===== config.mk =====
export PLATFORM = sky130hd
export DESIGN_NAME = pwm_tone_gen
export DESIGN_NICKNAME = d
export VERILOG_FILES = /design/src/rtl/pwm_tone_pkg.sv /design/src/rtl/pwm_tone_regs.sv /design/src/rtl/wrap_counter.sv /design/src/rtl/pwm_latch.sv /design/src/rtl/pwm_tone_gen.sv
export SDC_FILE = /design/constraint.sdc
export NUM_CORES = 1
export LEC_CHECK = 0
export CAP_MARGIN = 20
export CELL_PAD_IN_SITES_DETAIL_PLACEMENT = 0
export CELL_PAD_IN_SITES_GLOBAL_PLACEMENT = 1
export CORE_MARGIN = 10
export CORE_UTILIZATION = 44
export CTS_CLUSTER_DIAMETER = 100
export DETAILED_ROUTE_END_ITERATION = 6
export PLACE_DENSITY_LB_ADDON = 0.1
export SETUP_SLACK_MARGIN = 0.15
export SKIP_LAST_GASP = 1
export SYNTH_ARGS = -nofsm -noshare
export SYNTH_HDL_FRONTEND = slang
export SYNTH_SLANG_ARGS = --single-unit

===== constraint.sdc =====
create_clock -name clk -period 2.4 [get_ports clk]
set_input_delay 0.48 -clock clk [delete_from_list [all_inputs] [get_ports clk]]
set_output_delay 0.48 -clock clk [all_outputs]
set_load 0.01 [all_outputs]

===== src/rtl/pwm_tone_pkg.sv =====
package pwm_tone_pkg;

   typedef enum logic [1:0] {
      SEL_PRESCALE = 2'd0,
      SEL_PITCH    = 2'd1,
      SEL_VOLUME   = 2'd2,
      SEL_CONTROL  = 2'd3
   } reg_sel_e;

   typedef struct packed {
      logic composite;
      logic power;
   } ctl_word_t;

endpackage


===== src/rtl/pwm_tone_regs.sv =====
module pwm_tone_regs
   import pwm_tone_pkg::*;
#(
   parameter int PRE_W  = 9,
   parameter int PIT_W  = 6,
   parameter int DATA_W = 9
) (
   input  logic              clk,
   input  logic              rst_n,
   input  logic              wr_en,
   input  logic [1:0]        wr_sel,
   input  logic [DATA_W-1:0] wr_data,
   output logic [PRE_W-1:0]  pre_reg,
   output logic [PIT_W-1:0]  pit_reg,
   output logic [PRE_W-1:0]  vol_reg,
   output ctl_word_t         ctl
);

   reg_sel_e sel;
   assign sel = reg_sel_e'(wr_sel);

   always_ff @(posedge clk or negedge rst_n) begin
      if (!rst_n) begin
         pre_reg <= '0;
         pit_reg <= '0;
         vol_reg <= '0;
         ctl     <= '0;
      end else if (wr_en) begin
         unique case (sel)
            SEL_PRESCALE: pre_reg <= wr_data[PRE_W-1:0];
            SEL_PITCH:    pit_reg <= wr_data[PIT_W-1:0];
            SEL_VOLUME:   vol_reg <= wr_data[PRE_W-1:0];
            SEL_CONTROL:  ctl     <= ctl_word_t'(wr_data[1:0]);
            default:      ;
         endcase
      end
   end

endmodule


===== src/rtl/wrap_counter.sv =====
module wrap_counter #(
   parameter int W = 9
) (
   input  logic         clk,
   input  logic         rst_n,
   input  logic         hold,
   input  logic         step,
   input  logic [W-1:0] load_val,
   output logic [W-1:0] cnt,
   output logic         wrap
);

   logic [W-1:0] cmp_buf;

   assign wrap = !hold && step && (cnt == cmp_buf);

   always_ff @(posedge clk or negedge rst_n) begin
      if (!rst_n) begin
         cnt     <= '0;
         cmp_buf <= '0;
      end else if (hold) begin
         cnt     <= '0;
         cmp_buf <= load_val;
      end else if (step) begin
         if (wrap) begin
            cnt     <= '0;
            cmp_buf <= load_val;
         end else begin
            cnt <= cnt + 1'b1;
         end
      end
   end

   a_r3_cnt_in_range : assert property (@(posedge clk) disable iff (!rst_n)
      !hold |-> cnt <= cmp_buf);

   a_r5_buf_steady : assert property (@(posedge clk) disable iff (!rst_n)
      (!hold && !wrap) |=> $stable(cmp_buf));

endmodule


===== src/rtl/pwm_latch.sv =====
module pwm_latch #(
   parameter int W = 9
) (
   input  logic         clk,
   input  logic         rst_n,
   input  logic         hold,
   input  logic         period_start,
   input  logic [W-1:0] cnt,
   input  logic [W-1:0] vol_load,
   output logic         pwm
);

   logic [W-1:0] vol_buf;
   logic [W:0]   cnt_next;
   logic         hit_end;

   assign cnt_next = {1'b0, cnt} + {{W{1'b0}}, 1'b1};
   assign hit_end  = (cnt_next == {1'b0, vol_buf});

   always_ff @(posedge clk or negedge rst_n) begin
      if (!rst_n) begin
         vol_buf <= '0;
         pwm     <= 1'b0;
      end else if (hold) begin
         vol_buf <= vol_load;
         pwm     <= 1'b0;
      end else if (period_start) begin
         vol_buf <= vol_load;
         pwm     <= (vol_load != '0);
      end else if (hit_end) begin
         pwm <= 1'b0;
      end
   end

   a_r7_zero_mute : assert property (@(posedge clk) disable iff (!rst_n)
      (vol_buf == '0) |-> !pwm);

   a_r9_hold_clears : assert property (@(posedge clk) disable iff (!rst_n)
      hold |=> !pwm);

   a_r5_vol_steady : assert property (@(posedge clk) disable iff (!rst_n)
      (!hold && !period_start) |=> $stable(vol_buf));

endmodule


===== src/rtl/pwm_tone_gen.sv =====
module pwm_tone_gen
   import pwm_tone_pkg::*;
#(
   parameter int PRE_W        = 9,
   parameter int PIT_W        = 6,
   parameter int DATA_W       = 9,
   parameter bit COMPOSITE_EN = 1'b1
) (
   input  logic              clk,
   input  logic              rst_n,
   input  logic              wr_en,
   input  logic [1:0]        wr_sel,
   input  logic [DATA_W-1:0] wr_data,
   output logic              tone_o,
   output logic              amp_o
);

   if (PRE_W < 2 || PRE_W > 16) begin : g_bad_pre
      $error("PRE_W out of range");
   end
   if (PIT_W < 1 || PIT_W > 16) begin : g_bad_pit
      $error("PIT_W out of range");
   end
   if (DATA_W < PRE_W || DATA_W < PIT_W) begin : g_bad_data
      $error("DATA_W narrower than a register");
   end

   logic [PRE_W-1:0] pre_reg, vol_reg, pre_cnt;
   logic [PIT_W-1:0] pit_reg, pit_cnt;
   ctl_word_t        ctl;
   logic             hold, pre_wrap, pit_wrap, pwm, tone_q;

   pwm_tone_regs #(.PRE_W(PRE_W), .PIT_W(PIT_W), .DATA_W(DATA_W)) u_regs (
      .clk(clk), .rst_n(rst_n), .wr_en(wr_en), .wr_sel(wr_sel),
      .wr_data(wr_data), .pre_reg(pre_reg), .pit_reg(pit_reg),
      .vol_reg(vol_reg), .ctl(ctl)
   );

   assign hold = !ctl.power;

   wrap_counter #(.W(PRE_W)) u_prescale (
      .clk(clk), .rst_n(rst_n), .hold(hold), .step(1'b1),
      .load_val(pre_reg), .cnt(pre_cnt), .wrap(pre_wrap)
   );

   wrap_counter #(.W(PIT_W)) u_pitch (
      .clk(clk), .rst_n(rst_n), .hold(hold), .step(pre_wrap),
      .load_val(pit_reg), .cnt(pit_cnt), .wrap(pit_wrap)
   );

   pwm_latch #(.W(PRE_W)) u_pwm (
      .clk(clk), .rst_n(rst_n), .hold(hold), .period_start(pre_wrap),
      .cnt(pre_cnt), .vol_load(vol_reg), .pwm(pwm)
   );

   always_ff @(posedge clk or negedge rst_n) begin
      if (!rst_n)        tone_q <= 1'b0;
      else if (hold)     tone_q <= 1'b0;
      else if (pit_wrap) tone_q <= !tone_q;
   end

   assign amp_o = pwm;

   if (COMPOSITE_EN) begin : g_composite
      assign tone_o = ctl.composite ? (tone_q & pwm) : tone_q;

      a_r8_composite_gated : assert property (@(posedge clk) disable iff (!rst_n)
         (ctl.composite && !amp_o) |-> !tone_o);
   end else begin : g_plain
      assign tone_o = tone_q;
   end

   a_r4_tone_steady : assert property (@(posedge clk) disable iff (!rst_n)
      (ctl.power && !pit_wrap) |=> $stable(tone_q));

   a_r4_pitch_restart : assert property (@(posedge clk) disable iff (!rst_n)
      pit_wrap |=> (pit_cnt == '0));

   a_r9_off_idle : assert property (@(posedge clk) disable iff (!rst_n)
      !ctl.power |=> (pre_cnt == '0 && !tone_q));

endmodule


==> results of run 1 <==
## per-stage QoR
stage	setup slack, ns	utilization (%)	area [µm²]	std cells
detailed placement	0.223	49.8	3440	367
finish	0.289	53.3	3680	382
global placement	0.264	49.8	3440	367
CTS	0.213	53.3	3680	382
global route	0.171	53.3	3680	382
floorplan	0.303	-	3170	256
## cells by family (layout without fill, tap and decap cells)
kind of cell	Yosys count	in the layout
xor gates and xnor gates	31	31
muxes	51	51
adders and majority gates	2	2
AOI/OAI and AO/OA	23	23
and+or+nand+nor	71	71
buffers and inverters	11	41
DFF	67	67
## repair_timing
item / in CTS / in global routing
resized for setup: 0 / 1
buffers inserted: 0 / 0
setup endpoints to repair: 0 / 1
## worst min-delay path by stage
stage                       from                  to  slack [ns]  depth (start not counted)
4_1_cts                    rst_n      u_pitch.cnt[3]        0.15                          2
3_5_place_dp   u_regs.pit_reg[4]  u_pitch.cmp_buf[4]        0.49                          1
2_1_floorplan              rst_n              tone_q        0.18                          0
3_3_place_gp   u_regs.pit_reg[0]   u_regs.pit_reg[0]        0.48                          1
6_report                   rst_n      u_pitch.cnt[3]        0.12                          2
5_1_grt                    rst_n      u_pitch.cnt[4]        0.16                          2
## worst reg2reg max path, cell delays in order (launching register included)
cell and delay [ns]:
dfrtp_1 0.46, ha_2 0.26, and3_1 0.21, nand3_1 0.17, o22ai_1 0.11, or4_1 0.52
o21ai_0 0.18, nand3_1 0.08
## cells in the mapped netlist, types with 3 or more instances
| master | n |
|---|---|
| nand3_1 | 12 |
| nor3b_1 | 3 |
| xnor2_1 | 20 |
| clkbuf_1 | 3 |
| a21oi_1 | 3 |
| nor2b_1 | 5 |
| xor2_1 | 11 |
| nand2_1 | 11 |
| nor3_1 | 5 |
| nor2_1 | 15 |
| mux2_2 | 50 |
| nand3b_1 | 3 |
| dfrtp_1 | 67 |
| o21ai_0 | 10 |
| buf_6 | 5 |
| and3_1 | 4 |
## routing by layer
layer / global-route usage [%] / wire length, µm / vias up
li1: - / - / 946
met1: 17.5 / 3360 / 973
met2: 16.8 / 2720 / 24
met3: 3.26 / 165 / 7
met4: 4.41 / 79 / 0
met5: 0 / 0 / -
## cell type report
cell class	count	share of cell area, %
tap	96	3.26
clock inverter	6	3.13
inverter	1	0.102
sequential	67	45.5
timing repair buffer	25	6.32
multi-input combinational	178	38.3
clock buffer	9	3.37
## power by group through the flow
| stage | clock network, W | logic [W] | registers (W) |
|---|---|---|---|
| final | 0.00113 | 0.000711 | 0.00160 |
| after global routing | 0.00121 | 0.000787 | 0.00163 |
| after CTS | 0.00116 | 0.000723 | 0.00160 |
| after detailed placement | 0 | 0.000720 | 0.00162 |
| after global placement | 0 | 0.000711 | 0.00161 |
| after floorplan | 0 | 0.000572 | 0.00153 |
==> results.cfg, run 1 <==
[timing]
slew_headroom_pct = 65.6
worstMarginPinSlew_ns = 0.514
rsz0062_at_grt = no
report.final.slew_viol_count = 0
setup_viol = 0
fmax_ghz = 0.474
finalHoldViolCount = 0
fin_tns_setup_ns = 0
whs_ns = 0.119
period_share_pct = 88.0
fin_crit_ns = 2.11
fin_skew_ns = 0.00738

[critical_path]
cp-end-kind = flip-flop
r2r_end = u_pwm.pwm
critPathKind = reg -> reg
r2r_slack_ns = 0.29
r2r_start = u_prescale.cnt[0]
crit_top_cell = nand3_1
cp_num_cells = 7
crit_chain = ha_2 -> and3_1 -> nand3_1 -> o22ai_1 -> or4_1 -> o21ai_0 -> nand3_1
ff2ff_path_depth = 7
crit_buf_inv = 0
arrival_ns = 2.34
crit_family = simple AND/OR/NAND/NOR gates
crit_path_end = u_pwm.pwm
worstSetupStartpoint = u_prescale.cnt[0]
critical-path-slowest-cell = or4_1
worstPathMaxFanout = 7
critPathMaxStageDelay_ns = 0.52
worst_ep_required_time_ns = 2.63
startpoint_type = flip-flop

[layout]
ff_latch_area_mm2 = 0.00168
layout_common_cells = 67 x dfrtp_1, 50 x mux2_2, 20 x xnor2_1, 15 x nor2_1, 14 x clkdlybuf4s50_1
final_layout_size_suffix_gt1_share_pct = 28.3
diodes = 0
syn2layout_area_growth_pct = 16.1
layout_commonest_cell = dfrtp_1
multiInputGateArea_mm2 = 0.00141
final_nets = 298
num-fill-cells = 658

[cts]
path_clk_slew_ns = 0.08
clock_path_buffers = 2
worstSkewPairLatency_ns = 0.34
numCtsBuffers = 9
holdBufCountCts = 0
cts_htree_levels = 3
clock-root-buffer = clkbuf_8
numClockSinks = 67
tritoncts = done

[grt]
grt_use_total_pct = 12.1
grt_max_degree = 68
grt_pass1_wl_um = 10500
grt_antenna_before_repair = 0
overflow = 0
grt_pass1_vias = 2016

[yosys]
synth_top_family_by_area = multiplexers
yosysTopAreaCellShare_pct = 52.9
syn-num-nets = 272
synth-simple-area-share_pct = 11.9
synth-edff-count = 0
syn_area_per_cell_um2 = 12.4
synthTopCellsByArea = dfrtp_1 53%, mux2_2 18%, xnor2_1 5.5%, xor2_1 3.0%, nand3_1 1.9%
ys_ff_latch = 67
synth_xor_area_share_pct = 8.57
ys.flop_type = dfrtp_1
synth_compound_area_share_pct = 5.01
synthMuxAreaShare_pct = 18.1
synthAdderAreaFrac_pct = 0.790
ys_types = 36
synth_largest_area_cell = dfrtp_1
syn_inst = 256
async_flop_share_pct = 100
synth-seq-area-share_pct = 52.9
yosys_warnings = 0
syn_area_mm2 = 0.00317

[detailed_routing]
initialDrtViolationCount = 56
wirelength_um = 6330
wl_per_cell_um = 16.6
postRouteAntennaNets = 0
vias = 1950
first_pass_iters = 4
vias_per_cell = 5.10
drc = 0

[pwr]
switching_share_pct = 28.1
p_leak_nw = 1.51
p_sw_w = 0.000967
clkPwrFrac_pct = 32.9
p_int_w = 0.00248
pwr-share-seq_pct = 46.4
p_per_area_mw_per_mm2 = 936
power_frac_comb_pct = 20.6
irDropWorstVdd_uv = 469
report.power.total_w = 0.00344

[outcome]
status = complete, no violations

[place]
dp_hpwl_um = 4500
routabilityCongestion = 0.785
port_buffers = 15

[die]
chipWidth_um = 105
dieHeight_um = 105
initial_core_util_pct = 45.9
io_pins = 16
rows = 30
design.core.area_mm2 = 0.00691
die-area_mm2 = 0.0110

[job]
maxCapViolations = 0

[min_path]
hp-class = in -> async
(Power assumes the default switching activity.)
==> run 2: changes to the inputs <==
--- a/config.mk
+++ b/config.mk
@@ -5,7 +5,6 @@
 export SDC_FILE = /design/constraint.sdc
 export NUM_CORES = 1
 export LEC_CHECK = 0
-export CAP_MARGIN = 20
 export CELL_PAD_IN_SITES_DETAIL_PLACEMENT = 0
 export CELL_PAD_IN_SITES_GLOBAL_PLACEMENT = 1
 export CORE_MARGIN = 10
==> results of run 2 <==
No change in the layout: final DEF, timing and power equal those of run 1.
